File: src/rtl/lvd_pkg.sv
package lvd_pkg;
  localparam int VEC_W     = 8;
  localparam int ENTRY_W   = 17;
  localparam int MASK_BIT  = 16;
  localparam int LEVEL_BIT = 15;
  localparam int MODE_LSB  = 8;
  localparam int MODE_W    = 3;

  typedef enum logic [MODE_W-1:0] {
    DM_FIXED  = 3'b000,
    DM_SMI    = 3'b010,
    DM_NMI    = 3'b100,
    DM_EXTINT = 3'b111
  } dmode_e;

  localparam logic [ENTRY_W-1:0] ENTRY_RST  = 17'h10000;
  localparam logic [ENTRY_W-1:0] LINT0_BOOT = 17'h00700;
endpackage

File: src/rtl/lvd_vtable.sv
module lvd_vtable
  import lvd_pkg::*;
#(
  parameter int NUM_SRC    = 3,
  parameter int SEL_W      = 2,
  parameter int CORE_ID_W  = 4,
  parameter int LEGACY_SRC = 1
) (
  input  logic                            clk,
  input  logic                            rst_n,
  input  logic [CORE_ID_W-1:0]            core_id,
  input  logic                            we,
  input  logic [SEL_W-1:0]                sel,
  input  logic [ENTRY_W-1:0]              wdata,
  output logic [ENTRY_W-1:0]              rdata,
  output logic [NUM_SRC-1:0][ENTRY_W-1:0] entries
);
  logic boot_core;
  assign boot_core = (core_id == '0);

  for (genvar s = 0; s < NUM_SRC; s++) begin : g_entry
    logic [ENTRY_W-1:0] rst_val;
    if (s == LEGACY_SRC) begin : g_boot
      assign rst_val = boot_core ? LINT0_BOOT : ENTRY_RST;
    end else begin : g_plain
      assign rst_val = ENTRY_RST;
    end

    always_ff @(posedge clk) begin
      if (!rst_n) begin
        entries[s] <= rst_val;
      end else if (we && sel == SEL_W'(s)) begin
        entries[s] <= wdata;
      end
    end
  end

  always_comb begin
    rdata = '0;
    for (int s = 0; s < NUM_SRC; s++) begin
      if (sel == SEL_W'(s)) rdata = entries[s];
    end
  end
endmodule

File: src/rtl/lvd_legacy.sv
module lvd_legacy (
  input  logic clk,
  input  logic rst_n,
  input  logic req,
  input  logic glb_en,
  input  logic lint0_masked,
  output logic rise,
  output logic accept,
  output logic take
);
  logic req_q;

  always_ff @(posedge clk) begin
    if (!rst_n) req_q <= 1'b0;
    else        req_q <= req;
  end

  assign rise   = req & ~req_q;
  assign accept = ~glb_en | ~lint0_masked;
  assign take   = rise & accept;
endmodule

File: src/rtl/lvd_route.sv
module lvd_route
  import lvd_pkg::*;
#(
  parameter int NUM_SRC   = 3,
  parameter int TIMER_SRC = 0
) (
  input  logic                            clk,
  input  logic                            rst_n,
  input  logic [NUM_SRC-1:0]              evt,
  input  logic [NUM_SRC-1:0][ENTRY_W-1:0] entries,
  output logic                            smi_req,
  output logic                            nmi_req,
  output logic                            intr_req,
  output logic                            fix_valid,
  output logic [VEC_W-1:0]                fix_vector,
  output logic                            fix_level
);
  logic             smi_d, nmi_d, intr_d, fix_d, lvl_d;
  logic [VEC_W-1:0] vec_d;
  logic             unused_bits;

  always_comb begin
    smi_d  = 1'b0;
    nmi_d  = 1'b0;
    intr_d = 1'b0;
    fix_d  = 1'b0;
    lvl_d  = 1'b0;
    vec_d  = '0;
    unused_bits = 1'b0;
    for (int s = 0; s < NUM_SRC; s++) begin
      unused_bits = unused_bits ^ (^entries[s][LEVEL_BIT-1:MODE_LSB+MODE_W]);
      if (evt[s] && !entries[s][MASK_BIT]) begin
        case (entries[s][MODE_LSB +: MODE_W])
          DM_SMI:    smi_d  = 1'b1;
          DM_NMI:    nmi_d  = 1'b1;
          DM_EXTINT: intr_d = 1'b1;
          DM_FIXED: begin
            if (!fix_d) begin
              fix_d = 1'b1;
              vec_d = entries[s][VEC_W-1:0];
              lvl_d = (s != TIMER_SRC) && entries[s][LEVEL_BIT];
            end
          end
          default: ;
        endcase
      end
    end
  end

  always_ff @(posedge clk) begin
    if (!rst_n) begin
      smi_req    <= 1'b0;
      nmi_req    <= 1'b0;
      intr_req   <= 1'b0;
      fix_valid  <= 1'b0;
      fix_vector <= '0;
      fix_level  <= 1'b0;
    end else begin
      smi_req    <= smi_d;
      nmi_req    <= nmi_d;
      intr_req   <= intr_d;
      fix_valid  <= fix_d;
      fix_vector <= vec_d;
      fix_level  <= lvl_d;
    end
  end
endmodule

File: src/rtl/lvd_top.sv
module lvd_top
  import lvd_pkg::*;
#(
  parameter int NUM_PINS  = 2,
  parameter int CORE_ID_W = 4,
  parameter int NUM_SRC   = NUM_PINS + 1,
  parameter int SEL_W     = $clog2(NUM_SRC)
) (
  input  logic                 clk,
  input  logic                 rst_n,
  input  logic [CORE_ID_W-1:0] core_id,
  input  logic                 glb_en,
  input  logic                 reg_we,
  input  logic [SEL_W-1:0]     reg_sel,
  input  logic [16:0]          reg_wdata,
  output logic [16:0]          reg_rdata,
  input  logic                 tmr_evt,
  input  logic [NUM_PINS-1:0]  pin_evt,
  input  logic                 legacy_req,
  output logic                 legacy_accept,
  output logic                 smi_req,
  output logic                 nmi_req,
  output logic                 intr_req,
  output logic                 fix_valid,
  output logic [7:0]           fix_vector,
  output logic                 fix_level
);
  localparam int TIMER_SRC = 0;
  localparam int LINT0_SRC = 1;

  logic [NUM_SRC-1:0][ENTRY_W-1:0] entries;
  logic [NUM_SRC-1:0]              evt_all;
  logic                            legacy_rise;
  logic                            legacy_take;

  lvd_vtable #(
    .NUM_SRC    (NUM_SRC),
    .SEL_W      (SEL_W),
    .CORE_ID_W  (CORE_ID_W),
    .LEGACY_SRC (LINT0_SRC)
  ) u_vtable (
    .clk     (clk),
    .rst_n   (rst_n),
    .core_id (core_id),
    .we      (reg_we),
    .sel     (reg_sel),
    .wdata   (reg_wdata),
    .rdata   (reg_rdata),
    .entries (entries)
  );

  lvd_legacy u_legacy (
    .clk          (clk),
    .rst_n        (rst_n),
    .req          (legacy_req),
    .glb_en       (glb_en),
    .lint0_masked (entries[LINT0_SRC][MASK_BIT]),
    .rise         (legacy_rise),
    .accept       (legacy_accept),
    .take         (legacy_take)
  );

  always_comb begin
    evt_all            = '0;
    evt_all[TIMER_SRC] = tmr_evt;
    for (int p = 0; p < NUM_PINS; p++) begin
      evt_all[p + 1] = pin_evt[p];
    end
    evt_all[LINT0_SRC] = pin_evt[0] | legacy_take;
  end

  lvd_route #(
    .NUM_SRC   (NUM_SRC),
    .TIMER_SRC (TIMER_SRC)
  ) u_route (
    .clk        (clk),
    .rst_n      (rst_n),
    .evt        (evt_all),
    .entries    (entries),
    .smi_req    (smi_req),
    .nmi_req    (nmi_req),
    .intr_req   (intr_req),
    .fix_valid  (fix_valid),
    .fix_vector (fix_vector),
    .fix_level  (fix_level)
  );
endmodule

File: config.mk
export PLATFORM = sky130hd
export DESIGN_NAME = lvd_top
export DESIGN_NICKNAME = d
export VERILOG_FILES = /design/src/rtl/lvd_pkg.sv /design/src/rtl/lvd_vtable.sv /design/src/rtl/lvd_legacy.sv /design/src/rtl/lvd_route.sv /design/src/rtl/lvd_top.sv
export SDC_FILE = /design/constraint.sdc
export NUM_CORES = 1
export LEC_CHECK = 0
export BUFFER_PORTS_ARGS = -buffer_cell sky130_fd_sc_hd__buf_4
export CAP_MARGIN = 20
export CORE_AREA = 2 2 78 80
export CTS_CLUSTER_DIAMETER = 60
export DETAILED_ROUTE_END_ITERATION = 8
export DIE_AREA = 0 0 80 82
export PLACE_DENSITY = 0.84
export SYNTH_ARGS = -nofsm -noshare
export SYNTH_HDL_FRONTEND = slang
export SYNTH_SLANG_ARGS = --single-unit
export TNS_END_PERCENT = 5
File: constraint.sdc
create_clock -name clk -period 1.9 [get_ports clk]
set_input_delay 0.285 -clock clk [delete_from_list [all_inputs] [get_ports clk]]
set_output_delay 0.285 -clock clk [all_outputs]
set_load 0.005 [all_outputs]
==> impl_results.md <==
* Placement Rows at 28
* CP max stage cell: buf_4
* Fin nets at 422
* Final Hold Fails at 0
* Tcrit/Tclk final at 85.14%
* Type of the worst min-delay path: input port to flop
* Fraction of the mapped netlist area in adder cells at 0%
* Post-synthesis mux area share at 5.604%
* TritonRoute pass-1 iters at 4
* Final setup viols at 0
* Largest family of logic cells by synthesized area: simple AND/OR/NAND/NOR gates
* Unrepaired setup endpoints after global routing: false
* Vias in the first global route at 2,599
* Final wirelength at 7.436 mm
* Longest Clk Path Bufs at 2
* Largest net degree at the start of global routing at 45
* GR Overflow Total at 0
* Status: finished clean
* Synth Warn # at 0
* CTS tree: done
* Top cells by area, synth: dfxtp_1 (32%), edfxtp_1 (17%), nand2_1 (12%), mux2i_1 (5.6%), a21boi_0 (5.4%)
* Final HPWL DP at 5.019 mm
* Slew headroom at 56.99%
* DRT antenna net count at 0
* Minimum clock period at 1.618 ns
* CP cell instances: buf_4 -> buf_4 -> mux2i_1 -> o21ai_0 -> buf_4
* Comb pwr share at 11.5%
* Post-Synthesis Cell Area at 3037 um^2
* Leakage at 1.477 nW
* Worst Path Max Fanout at 13
* Actual slew at the worst max-slew pin at 0.6452 ns
* Cell internal pwr at 2.330 mW
* Reg2reg setup slack at 0.34 ns
* Most frequent CP cell: buf_4
* 1st-iter DRT viols at 256
* Diodes inserted at 0
* Fmax at 618.2 MHz
* Num ports at 62
* Switching Fraction at 24.01%
* Layout cell share with drive strength beyond 1 at 23.99%
* Worst EP required at 1.62 ns
* Starting density of the core at 52.85%
* Die Area at 6560 um^2
* Setup Total Neg Slack at 0 ns
* Residual DRC at 0
* Utilization after layout at 64.98%
* Cts bufs inserted at 9
* Max capacitance violation total at 0
* WL/cell at 15.79 um
* Gpl congestion at 0.8708
* Clock H-tree levels at 3
* Worst EP arrival at 1.33 ns
* CTS resizes at 0
* Die H at 82 um
* First-pass GRT wire length at 12.01 mm
* Synth cell types at 43
* Synth Area in Simple Gates at 23.36%
* Sw Pwr at 0.7363 mW
* Area grow syn2layout at 22.95%
* Total Routing Usage GR at 24.34%
* Core ar. at 5746 um^2
* PortBufs at 61
* Sequential Power Share at 50.5%
* Critical path class: input port to primary output
* Commonest non-fill, non-tap cell in the layout: nand2_1
* Initial antenna violation count at 0
* Fin. max-slew vios at 0
* Layout Cells excl Fill at 471
* Worst VDD drop at 0.5460 mV
* CTS root buf: clkbuf_8
* Number of synthesized flops with an enable pin at 17
* PwrDens at 821.4 nW/um^2
* Async SR Flop Fraction at 0%
* #FFs+latches synth at 65
* Most frequent cells in the layout: nand2_1 (96), buf_4 (72), dfxtp_1 (48)
* Hold buffer count at cts at 0
* Sink Count at 65
* Vias at 2,580
* Xor-xnor portion of the synthesized cell area at 0%
* Filler instances at 467
* Clk pwr share at 38.0%
* Clock latency on the worst-skew pair at 0.34 ns
* Vias per inst at 5.478
* Mapped Cells at 330
* Area leader, netlist: dfxtp_1
* Compound-Gate Fraction of Synth Area at 17.72%
* Mean Syn Cell Area at 9.202 um^2
* Max incr delay on CP at 0.28 ns
* Syn Nets at 361
* Clock Skew at 0.006329 ns
* CP Launch Type: input port
* Seq/Total Area, Yosys at 48.45%
* Die width at 80 um
* Clock transition at the registers of the reported paths at 0.07 ns
* Critical Path End Type: primary output
* Area fraction of the dominant cell type after synthesis at 31.64%
* Post-CTS Setup Repair Bufs at 0
* Placed cell count at 455
* Ys flop type: dfxtp_1
-- worst max-delay path: cells and delay by family --
kind | cells | cell delay, ns
buf+inv | 3 | 0.66
mux | 1 | 0.24
compound gates | 1 | 0.13
-- stage by stage --
stage	worst slack [ns]	power [mW]	hold WS, ns	instance area (um^2)
2_1_floorplan	0.3804	1.757	0.4067	3037
3_3_place_gp	0.3501	1.913	0.4421	3531
3_5_place_dp	0.2938	1.928	0.4481	3531
4_1_cts	0.3067	3.076	0.1473	3734
5_1_grt	0.1640	3.183	0.1470	3734
6_report	0.2823	3.067	0.1600	3734
-- area by class of cell --
class	count	area [um^2]	area share [%]
multi-input cells	241	1418	37.97
inverters	2	7.507	0.2011
repair buffers	72	540.5	14.48
well taps	75	93.84	2.513
clock inverters	1	5.005	0.1340
clock buffers	15	197.7	5.295
flip-flops and latches	65	1471	39.41
-- cell usage after synthesis (all sizes together) (2+ instances only) --
library cell  number
a21boi            34
a21o               3
a21oi              2
a31oi              8
and2              15
buf               12
clkbuf            10
dfxtp             48
edfxtp            17
inv                2
mux2i             17
nand2             97
nand3             10
nand3b             2
nor2               4
nor2b              2
nor3b              3
nor4b              2
o211ai             2
o21a               2
o21ai             26
-- routing by layer --
layer | GRT usage [%] | wire length, um
met5 | 0 | 0
met2 | 38.67 | 3683
met1 | 30.01 | 2919
met4 | 15.76 | 207
met3 | 5.275 | 625
-- worst paths after layout --
path | start | end | cells after the start
min | legacy_req | u_legacy.req_q | 2
max reg2reg | u_vtable.entries[33] | u_route.fix_vector[2] | 4
max | reg_sel[0] | reg_rdata[1] | 5
min reg2reg | u_vtable.entries[46] | u_vtable.entries[46] | 2
-- registers in the layout, indices dropped and copies added, names as in the netlist --
| register | cells |
|---|---|
| u_vtable.entries | 51 |
| u_route.fix_vector | 8 |
| u_legacy.req_q | 1 |
| u_route.fix_level | 1 |
| u_route.fix_valid | 1 |
| u_route.intr_req | 1 |
| u_route.nmi_req | 1 |
| u_route.smi_req | 1 |
-- power by group through the flow --
| stage | clock network, mW | logic (mW) | registers, mW |
|---|---|---|---|
| floorplan | 0 | 0.193 | 1.56 |
| global placement | 0 | 0.339 | 1.57 |
| detailed placement | 0 | 0.349 | 1.58 |
| CTS | 1.18 | 0.351 | 1.55 |
| global route | 1.24 | 0.385 | 1.56 |
| finish | 1.17 | 0.352 | 1.55 |
-- cells by family after synthesis --
group	Yosys count
and+or+nand+nor	143
AOI/OAI and AO/OA	81
DFF	65
buffers and inverters	24
muxes	17
(Power assumes the default switching activity.)
